$ cat config.mk
export PLATFORM = sky130hd
export DESIGN_NAME = vxp_decoder
export DESIGN_NICKNAME = d
export VERILOG_FILES = /design/src/rtl/vxp_pkg.sv /design/src/rtl/vxp_reset_sync.sv /design/src/rtl/vxp_fsm.sv /design/src/rtl/vxp_form_table.sv /design/src/rtl/vxp_decoder.sv
export SDC_FILE = /design/constraint.sdc
export NUM_CORES = 1
export LEC_CHECK = 0
export ABC_AREA = 1
export BUFFER_PORTS_ARGS = -buffer_cell sky130_fd_sc_hd__buf_2
export CORE_ASPECT_RATIO = 0.7
export CORE_MARGIN = 2
export CORE_UTILIZATION = 39
export DETAILED_ROUTE_END_ITERATION = 16
export PLACE_DENSITY_LB_ADDON = 0.25
export SLEW_MARGIN = 15
export SYNTH_ARGS = -nofsm -noshare
export SYNTH_HDL_FRONTEND = slang
export SYNTH_SLANG_ARGS = --single-unit
$ cat constraint.sdc
create_clock -name clk -period 1.7 [get_ports clk]
set_input_delay 0.255 -clock clk [delete_from_list [all_inputs] [get_ports clk]]
set_output_delay 0.255 -clock clk [all_outputs]
set_load 0.05 [all_outputs]
$ cat src/rtl/vxp_pkg.sv
package vxp_pkg;

  localparam int unsigned BYTE_W = 8;
  localparam int unsigned MAP_W  = 5;
  localparam int unsigned VREG_W = 4;

  localparam logic [BYTE_W-1:0] LEAD_LONG  = 8'hC4;
  localparam logic [BYTE_W-1:0] LEAD_SHORT = 8'hC5;
  localparam logic [MAP_W-1:0]  MAP_DEFAULT = 5'd1;

  typedef enum logic [2:0] {
    ST_IDLE = 3'd0,
    ST_PAY1 = 3'd1,
    ST_PAY2 = 3'd2,
    ST_OPC  = 3'd3,
    ST_DONE = 3'd4
  } vxp_state_e;

  typedef enum logic [1:0] {
    FORM_EITHER = 2'd0,
    FORM_NARROW = 2'd1,
    FORM_WIDE   = 2'd2,
    FORM_LIG    = 2'd3
  } vxp_form_e;

  typedef struct packed {
    logic              three;
    logic              nonvex;
    logic [MAP_W-1:0]  map;
    logic              w;
    logic              r;
    logic              x;
    logic              b;
    logic [VREG_W-1:0] vreg;
    logic              l;
    logic [BYTE_W-1:0] opcode;
  } vxp_rec_t;

endpackage

$ cat src/rtl/vxp_reset_sync.sv
module vxp_reset_sync #(
  parameter int unsigned STAGES = 2
) (
  input  logic clk,
  input  logic rst_n,
  output logic srst_n
);
  logic [STAGES-1:0] sync_q;

  always_ff @(posedge clk or negedge rst_n) begin
    if (!rst_n) sync_q <= '0;
    else        sync_q <= {sync_q[STAGES-2:0], 1'b1};
  end

  assign srst_n = sync_q[STAGES-1];
endmodule

$ cat src/rtl/vxp_fsm.sv
module vxp_fsm
  import vxp_pkg::*;
(
  input  logic              clk,
  input  logic              srst_n,
  input  logic              in_valid,
  input  logic [BYTE_W-1:0] in_byte,
  output logic              in_ready,
  output vxp_rec_t          rec,
  output logic              done
);
  vxp_state_e st_q, st_d;
  vxp_rec_t   rec_q, rec_d;
  logic       done_q, done_d;
  logic       accept, is_long, is_short, rec_en;

  assign in_ready = srst_n && (st_q != ST_DONE);
  assign accept   = in_valid && in_ready;
  assign is_long  = (in_byte == LEAD_LONG);
  assign is_short = (in_byte == LEAD_SHORT);
  assign rec_en   = accept;

  // next state
  always_comb begin
    st_d = st_q;
    unique case (st_q)
      ST_IDLE: if (accept) st_d = (is_long || is_short) ? ST_PAY1 : ST_DONE;
      ST_PAY1: if (accept) st_d = rec_q.three ? ST_PAY2 : ST_OPC;
      ST_PAY2: if (accept) st_d = ST_OPC;
      ST_OPC:  if (accept) st_d = ST_DONE;
      ST_DONE: st_d = ST_IDLE;
      default: st_d = ST_IDLE;
    endcase
  end

  // field capture
  always_comb begin
    rec_d = rec_q;
    unique case (st_q)
      ST_IDLE: begin
        rec_d        = '0;
        rec_d.map    = MAP_DEFAULT;
        rec_d.three  = is_long;
        rec_d.nonvex = !(is_long || is_short);
        if (!(is_long || is_short)) rec_d.opcode = in_byte;
      end
      ST_PAY1: begin
        rec_d.r = ~in_byte[7];
        if (rec_q.three) begin
          rec_d.x   = ~in_byte[6];
          rec_d.b   = ~in_byte[5];
          rec_d.map = in_byte[4:0];
        end else begin
          rec_d.vreg = ~in_byte[6:3];
          rec_d.l    = in_byte[2];
        end
      end
      ST_PAY2: begin
        rec_d.w    = in_byte[7];
        rec_d.vreg = ~in_byte[6:3];
        rec_d.l    = in_byte[2];
      end
      ST_OPC:  rec_d.opcode = in_byte;
      default: rec_d = rec_q;
    endcase
  end

  assign done_d = accept && ((st_q == ST_OPC) ||
                             ((st_q == ST_IDLE) && !(is_long || is_short)));

  always_ff @(posedge clk or negedge srst_n) begin
    if (!srst_n) begin
      st_q   <= ST_IDLE;
      done_q <= 1'b0;
    end else begin
      st_q   <= st_d;
      done_q <= done_d;
    end
  end

  always_ff @(posedge clk or negedge srst_n) begin
    if (!srst_n)     rec_q <= '0;
    else if (rec_en) rec_q <= rec_d;
  end

  assign rec  = rec_q;
  assign done = done_q;

  p_done_pulse_r10: assert property (@(posedge clk) disable iff (!srst_n)
    done |=> !done);
  p_ready_low_done_r10: assert property (@(posedge clk) disable iff (!srst_n)
    done |-> !in_ready);
  p_done_after_accept_r1: assert property (@(posedge clk) disable iff (!srst_n)
    done |-> $past(accept));
  p_second_payload_long_r1: assert property (@(posedge clk) disable iff (!srst_n)
    (st_q == ST_PAY2) |-> rec_q.three);
endmodule

$ cat src/rtl/vxp_form_table.sv
module vxp_form_table
  import vxp_pkg::*;
#(
  parameter int unsigned N_ENT = 4,
  parameter logic [N_ENT*8-1:0] TBL_OPC   = '0,
  parameter logic [N_ENT*2-1:0] TBL_MAP   = '0,
  parameter logic [N_ENT*2-1:0] TBL_FORM  = '0,
  parameter logic [N_ENT-1:0]   TBL_NOVREG = '0
) (
  input  logic [MAP_W-1:0]  map,
  input  logic [BYTE_W-1:0] opcode,
  input  logic              l,
  input  logic [VREG_W-1:0] vreg,
  output logic              fault
);
  localparam int unsigned KEY_PAD = MAP_W - 2;

  logic [N_ENT-1:0] hit;
  logic [N_ENT-1:0] viol;

  for (genvar gi = 0; gi < N_ENT; gi++) begin : g_ent
    vxp_form_e form;
    logic      len_bad;
    assign form = vxp_form_e'(TBL_FORM[gi*2 +: 2]);
    assign hit[gi] = (opcode == TBL_OPC[gi*8 +: 8]) &&
                     (map == {{KEY_PAD{1'b0}}, TBL_MAP[gi*2 +: 2]});
    always_comb begin
      unique case (form)
        FORM_NARROW: len_bad = l;
        FORM_WIDE:   len_bad = !l;
        default:     len_bad = 1'b0;
      endcase
    end
    assign viol[gi] = len_bad || (TBL_NOVREG[gi] && (vreg != '0));
  end

  // lowest index wins; no match is a fault
  always_comb begin
    logic found;
    found = 1'b0;
    fault = 1'b1;
    for (int i = 0; i < N_ENT; i++) begin
      if (hit[i] && !found) begin
        found = 1'b1;
        fault = viol[i];
      end
    end
  end
endmodule

$ cat src/rtl/vxp_decoder.sv
module vxp_decoder
  import vxp_pkg::*;
#(
  parameter int unsigned N_ENT = 4,
  parameter logic [N_ENT*8-1:0] TBL_OPC    = {8'h77, 8'h5A, 8'hEF, 8'h58},
  parameter logic [N_ENT*2-1:0] TBL_MAP    = {2'd1, 2'd2, 2'd1, 2'd1},
  parameter logic [N_ENT*2-1:0] TBL_FORM   = {2'd3, 2'd2, 2'd1, 2'd0},
  parameter logic [N_ENT-1:0]   TBL_NOVREG = 4'b1000
) (
  input  logic       clk,
  input  logic       rst_n,
  input  logic       in_valid,
  input  logic [7:0] in_byte,
  output logic       in_ready,
  output logic       out_done,
  output logic       out_fault,
  output logic       out_nonvex,
  output logic       out_three,
  output logic [4:0] out_map,
  output logic       out_w,
  output logic       out_r,
  output logic       out_x,
  output logic       out_b,
  output logic [3:0] out_vreg,
  output logic       out_l,
  output logic [7:0] out_opcode
);
  logic     srst_n;
  vxp_rec_t rec;
  logic     done;
  logic     tbl_fault;
  logic     map_bad;

  vxp_reset_sync #(.STAGES(2)) u_rst (
    .clk   (clk),
    .rst_n (rst_n),
    .srst_n(srst_n)
  );

  vxp_fsm u_fsm (
    .clk     (clk),
    .srst_n  (srst_n),
    .in_valid(in_valid),
    .in_byte (in_byte),
    .in_ready(in_ready),
    .rec     (rec),
    .done    (done)
  );

  vxp_form_table #(
    .N_ENT     (N_ENT),
    .TBL_OPC   (TBL_OPC),
    .TBL_MAP   (TBL_MAP),
    .TBL_FORM  (TBL_FORM),
    .TBL_NOVREG(TBL_NOVREG)
  ) u_tbl (
    .map   (rec.map),
    .opcode(rec.opcode),
    .l     (rec.l),
    .vreg  (rec.vreg),
    .fault (tbl_fault)
  );

  assign map_bad   = rec.three && !((rec.map == 5'd1) || (rec.map == 5'd2) || (rec.map == 5'd3));
  assign out_fault = done && !rec.nonvex && (map_bad || tbl_fault);

  assign out_done   = done;
  assign out_nonvex = rec.nonvex;
  assign out_three  = rec.three;
  assign out_map    = rec.map;
  assign out_w      = rec.w;
  assign out_r      = rec.r;
  assign out_x      = rec.x;
  assign out_b      = rec.b;
  assign out_vreg   = rec.vreg;
  assign out_l      = rec.l;
  assign out_opcode = rec.opcode;

  p_nonvex_clean_r9: assert property (@(posedge clk) disable iff (!srst_n)
    (out_done && out_nonvex) |-> !out_fault);
  p_short_defaults_r2: assert property (@(posedge clk) disable iff (!srst_n)
    (out_done && !out_nonvex && !out_three) |->
      (out_map == 5'd1) && !out_w && !out_x && !out_b);
  p_bad_map_r8: assert property (@(posedge clk) disable iff (!srst_n)
    (out_done && out_three && (out_map == 5'd0)) |-> out_fault);
  p_fault_in_done_r10: assert property (@(posedge clk) disable iff (!srst_n)
    out_fault |-> out_done);
  p_reset_quiet_r12: assert property (@(posedge clk)
    !srst_n |-> (!in_ready && !out_done));
endmodule

## After elaboration in Yosys (flattened, before gate mapping)

Index checks and enable logic that the tools add are counted.

| word-level totals | value |
|---|---|
| output and inout port bits | 27 |
| input port bits | 11 |
| register bits | 30 |

| cells by class | value |
|---|---|
| bitwise logic cells | 4 |
| mux-type cells | 23 |
| eq/ne operators | 19 |
| reductions and logical operators | 39 |

Operators with widths:

| kind | number |
|---|---|
| 8-bit by 7-bit == test with 1-bit output (second input constant) | 3 |
| 8-bit == test (second input constant) | 3 |
| 8-bit one-hot mux with 2 select lines | 1 |
| 3-bit two-way mux | 5 |
| 5-bit one-hot mux with 3 select lines | 1 |
| 1-bit logical AND | 14 |
| 3-bit one-hot mux with 4 select lines | 1 |
| 5-bit by 2-bit == test with 1-bit output (second input constant) | 2 |
| 5-bit two-way mux | 2 |
| 2-bit by 1-bit != test with 1-bit output (second input constant) | 5 |
| 5-bit one-hot mux with 2 select lines | 1 |
| 1-bit two-way mux | 8 |
| 8-bit two-way mux | 1 |
| 2-bit AND reduction | 4 |
| 1-bit logical NOT | 7 |
| 3-bit by 2-bit == test with 1-bit output (second input constant) | 2 |
| 3-bit one-hot mux with 2 select lines | 1 |
| 3-bit AND reduction | 2 |
| 2-bit nonzero test | 3 |
| 5-bit by 1-bit == test with 1-bit output (second input constant) | 1 |
| 1-bit logical OR | 5 |
| 4-bit inverter | 1 |
| 4-bit AND reduction | 1 |
| 4-bit nonzero test | 1 |
| 8 further kinds | 10 |

## Depth between registers and ports, before layout

| logic depth | value |
|---|---|
| depth after elaboration | 14 |
| depth in mapped cells | 9 |

## Hierarchy

Synthesis repeated with hierarchy kept, for this count alone.

| second synthesis, totals | value |
|---|---|
| cell total of the unflattened synthesis | 218 |
| area, all modules | 1,629.1 um2 |

By module, submodules not included:

| module | area each (um2) | instances | cells each |
|---|---|---|---|
| vxp_fsm | 1,306.3 | 1 | 154 |
| vxp_form_table | 221.5 | 1 | 50 |
| vxp_reset_sync | 53.8 | 1 | 3 |
| vxp_decoder | 47.5 | 1 | 11 |

## Worst setup path after synthesis

OpenSTA, ideal clock, no wires.

| path | value |
|---|---|
| path type | reg-to-reg |
| start point | reg u_rst.sync_q[1] |
| end point | reg u_fsm.rec_q (netlist bit u_fsm.rec[6]) |
| setup time | 0.127 ns |
| buffers on the path | 1 |
| period minus slack after synthesis | 2.365 ns |
| path slack | -0.665 ns |
| data required time | 1.573 ns |
| arrival time | 2.237 ns |
| cell stages (with the launch flop) | 8 |
| path through | dfrtp_1 > a21boi_2 > nand2_4 > inv_2 > nand2_2 > buf_6 > nand2_1 > o21ai_0 |

| between the ends | value |
|---|---|
| cells in the longest elaborated chain, start to end | 3 |

RTL lines:

| element | RTL line | source |
|---|---|---|
| start, declared | vxp_reset_sync.sv:8 | `logic [STAGES-1:0] sync_q;` |
| start signal, assigned | vxp_reset_sync.sv:12 | `else sync_q <= {sync_q[STAGES-2:0], 1'b1};` |
| 1-bit logical AND | vxp_fsm.sv:17 | `assign in_ready = srst_n && (st_q != ST_DONE);` |
| via in_ready | vxp_decoder.sv:14 | `output logic in_ready,` |
| 1-bit logical AND | vxp_fsm.sv:18 | `assign accept = in_valid && in_ready;` |
| 2-bit AND reduction (no line) | -- |  |
| end signal, assigned | vxp_fsm.sv:83 | `else if (rec_en) rec_q <= rec_d;` |
| end, declared | vxp_fsm.sv:13 | `vxp_rec_t rec_q, rec_d;` |

The timed path passes the listed nets, and every way through them passes these cells.
A chain may end at the register's enable or synchronous reset.

## Final worst setup path

| path | value |
|---|---|
| start point | reg u_fsm.rec_q (netlist bit u_fsm.rec[6]) |
| end point | out out_fault |

| between the ends | value |
|---|---|
| cells in the longest elaborated chain, start to end | 14 |
| elaborated cells on any way between the ends | 23 |

RTL lines:

| element | RTL line | source |
|---|---|---|
| 8-bit by 7-bit == test with 1-bit output | vxp_form_table.sv:25 | `assign hit[gi] = (opcode == TBL_OPC[gi*8 +: 8]) &&` |
| 1-bit logical AND | vxp_form_table.sv:25 |  |
| 1-bit two-way mux | vxp_form_table.sv:43 | `if (hit[i] && !found) begin` |
| 1-bit logical NOT | vxp_form_table.sv:43 |  |
| 1-bit logical AND | vxp_form_table.sv:43 |  |
| 1-bit two-way mux | vxp_form_table.sv:43 |  |
| 1-bit logical NOT | vxp_form_table.sv:43 |  |
| 1-bit logical AND | vxp_form_table.sv:43 |  |
| 1-bit two-way mux | vxp_form_table.sv:43 |  |
| 1-bit logical NOT | vxp_form_table.sv:43 |  |
| 1-bit logical AND | vxp_form_table.sv:43 |  |
| 1-bit two-way mux * | vxp_form_table.sv:43 |  |
| 1-bit logical OR * | vxp_decoder.sv:65 | `assign out_fault = done && !rec.nonvex && (map_bad \|\| tbl_fault);` |
| 1-bit logical AND * | vxp_decoder.sv:65 |  |
| end, declared | vxp_decoder.sv:16 | `output logic out_fault,` |

Mark *: on every way between the ends. The rest lies on a longest branch, timed or not.

==> impl_results.md <==
- Outcome: complete, but fails checks
- Violations in the final reports: setup timing
- Yosys warnings: 0
- Routed Antenna Nets: 0
- Met3 Wirelength: 226 µm
- Yosys reg bits: 30
- First-pass GRT wire length: 6130 µm
- Vias per cell: 4.73
- Starting Density: 41.7%
- P_leak: 1.03 nW
- Placed cell area: 1840 µm²
- Max-cap check violation count: 0
- Yosys cell types: 21
- Post-synth EDFFs: 0
- Tightest Hold Check Type: input pin to register
- Area added between synthesis and finish: 32.9%
- Dominant synthesized flop cell: dfrtp_1
- I/O pins: 38
- FF+latch area: 771 µm²
- CTS clk-pin slew, worst paths: 60 ps
- Antenna violations before repair: 0
- Synth area leaders: dfrtp_1, nand2_1, inv_1
- CTS buffer count: 5
- Worst-path maximum fanout: 5
- CTS tree: built
- Critical Path End Type: primary output
- Die Span Y: 56.0 µm
- 1st-pass router iterations: 4
- Row cnt: 18
- Final hold vios: 0
- Skew-Pair Late Insertion Delay: 290 ps
- Final Instance Area: 2000 µm²
- RSZ-0062 raised after global routing: true
- WL met2: 1530 µm
- Area taken by multi-input logic gates: 694 µm²
- Vias: 1409
- Die ar.: 4380 µm²
- CTS root buffer: clkbuf_8
- Asr flop ratio synth: 100%
- Worst clock skew: 5.94 ps
- Critical path class: register to primary output
- Gpl congestion: 0.844
- Final core utilization: 55.5%
- Worst vdd rail ir drop: 1040 µV
- CTS max path bufs: 2
- PwrDens: 1860 nW/µm²
- CP required: 1440 ps
- Cell accounting for the most synthesized area: dfrtp_1
- H-tree lvl count: 2
- Largest net degree at the start of global routing: 29
- Final Power: 3.73 mW
- Met1 Wirelength: 1970 µm
- Syn_area_per_cell: 7.71 µm²
- Count of input and output buffers: 37
- Final setup margin: -69.9 ps
- Core area: 3600 µm²
- Highest Clock Rate: 0.565 GHz
- Slew Limit Fails: 0
- DRT iter0 DRCs: 68
- Vias in the first global route: 1254
- Post-Synthesis Cells: 195
- Mapped Area: 1500 µm²
- Crit path time final: 1770 ps
- Share of cells above drive strength 1: 37.1%
- Fillers: 354
- Global route total overflow: 0
- Antenna Cells: 0
- Highest Signal Layer: met4
- Period utilisation layout: 104%
- GRT Util Overall: 18.9%
- Avg WL per Cell: 12.7 µm
- Startpoint types: register
- WP data arrival: 1510 ps
- Top-count cell post-synth: nand2_1
- DPL Wire Length: 2880 µm
- Post-synthesis sequential area ratio: 49.9%
- Final WL: 3790 µm
- Net count after synthesis: 206
- Layout net count: 258
- Synth top cells by count: nand2_1, inv_1, dfrtp_1
- Drt drc: 0
- # setup viols final: 1
- Clk sinks: 30
- Die X: 78.2 µm
- Share of the synthesized area in the top cell type: 49.9%
-- registers in the layout (all words and copies together) (netlist names) --
| register | cells |
|---|---|
| u_fsm.st_q | 3 |
| u_fsm.rec | 24 |
| u_rst.sync_q | 2 |
| u_fsm.done | 1 |
-- final cells by class --
class                   count  share of cell area [%]
repair buffers             46                    13.3
inverters                  33                    6.32
well taps                  50                    3.13
flip-flops and latches     30                    38.5
multi-input cells         131                    34.7
clock buffers               8                    4.01
-- report_power, final --
group,switching [mW],internal [mW]
registers,0.222,0.968
logic,1.47,0.523
clock network,0.259,0.290
total,1.95,1.78
-- worst paths after layout --
path,cells past startpoint,to,startpoint,slack [ps]
setup / recovery,8,out_fault,u_fsm.rec[6],-70
min in group asynchronous,2,u_rst.sync_q[0],rst_n,280
setup reg to reg,8,u_fsm.rec[20],u_fsm.st_q[2],180
max in group asynchronous,1,u_fsm.rec[1],u_rst.sync_q[1],1070
hold reg to reg,1,u_fsm.st_q[2],u_rst.sync_q[1],330
hold / removal,2,u_fsm.rec[23],in_byte[0],200
-- stage by stage --
| step | instances | hold WS [ps] | TNS, ps | worst slack [ps] |
|---|---|---|---|---|
| floorplan | 195 | -40.6 | -489 | -70.8 |
| global placement | 287 | 43.0 | 0 | 113 |
| detailed placement | 287 | 44.3 | 0 | 75.3 |
| CTS | 298 | 196 | -80.4 | -80.4 |
| global route | 298 | 214 | -134 | -134 |
| finish | 298 | 203 | -69.9 | -69.9 |
-- layer usage --
layer	track usage, %	vias to the layer above
li1	-	714
met1	29.2	644
met2	24.8	43
met3	5.03	8
met4	7.52	0
met5	0	-
-- worst max-delay path, cell delays in order, from the launching register on --
cell     delay [ps]
dfrtp_2         440
nand2_1         100
nor2_1           50
nand2_1         110
nor2_4           50
nor2_1          110
nand2_2          90
a21oi_4         130
buf_6           170
-- layout by cell type (no fill, tap or decap) --
cell / count
nor2_4: 4
o21ai_2: 1
o21ai_0: 19
o21bai_1: 1
nor2_1: 17
dfrtp_1: 16
a21oi_2: 1
inv_1: 27
nand3_1: 13
conb_1: 1
nand2_2: 3
nand2_4: 3
dfrtp_4: 1
buf_6: 2
inv_2: 5
inv_4: 1
clkbuf_8: 5
o31ai_1: 1
a21boi_4: 1
buf_4: 7
nand3_2: 2
o21ai_1: 3
clkbuf_1: 3
nor2_2: 5
nand4_1: 4
nor3_1: 2
a21boi_0: 1
buf_2: 36
a21oi_4: 1
dlygate4sd3_1: 1
nor3_4: 1
dfrtp_2: 13
nand2_1: 47
-- kinds of logic (layout without fill, tap and decap cells) --
group | Yosys count | count (layout) | share of synthesized area, %
compound gates | 29 | 29 | 10.6
buf+inv | 34 | 87 | 8.99
flops | 30 | 30 | 49.9
other cells | 1 | 1 | 0.249
simple gates | 101 | 101 | 30.3
-- timing repair --
action | 4_1_cts | 5_1_grt
resized for setup | 11 | 13
setup buffers | 2 | 0
pin swaps | 4 | 5
setup endpoints to repair | 1 | 1
gates cloned | 0 | 0
hold buffers | 1 | 0
endpoints found under the hold margin | 2 | 0
No activity file was read; power rests on OpenSTA's default activity.
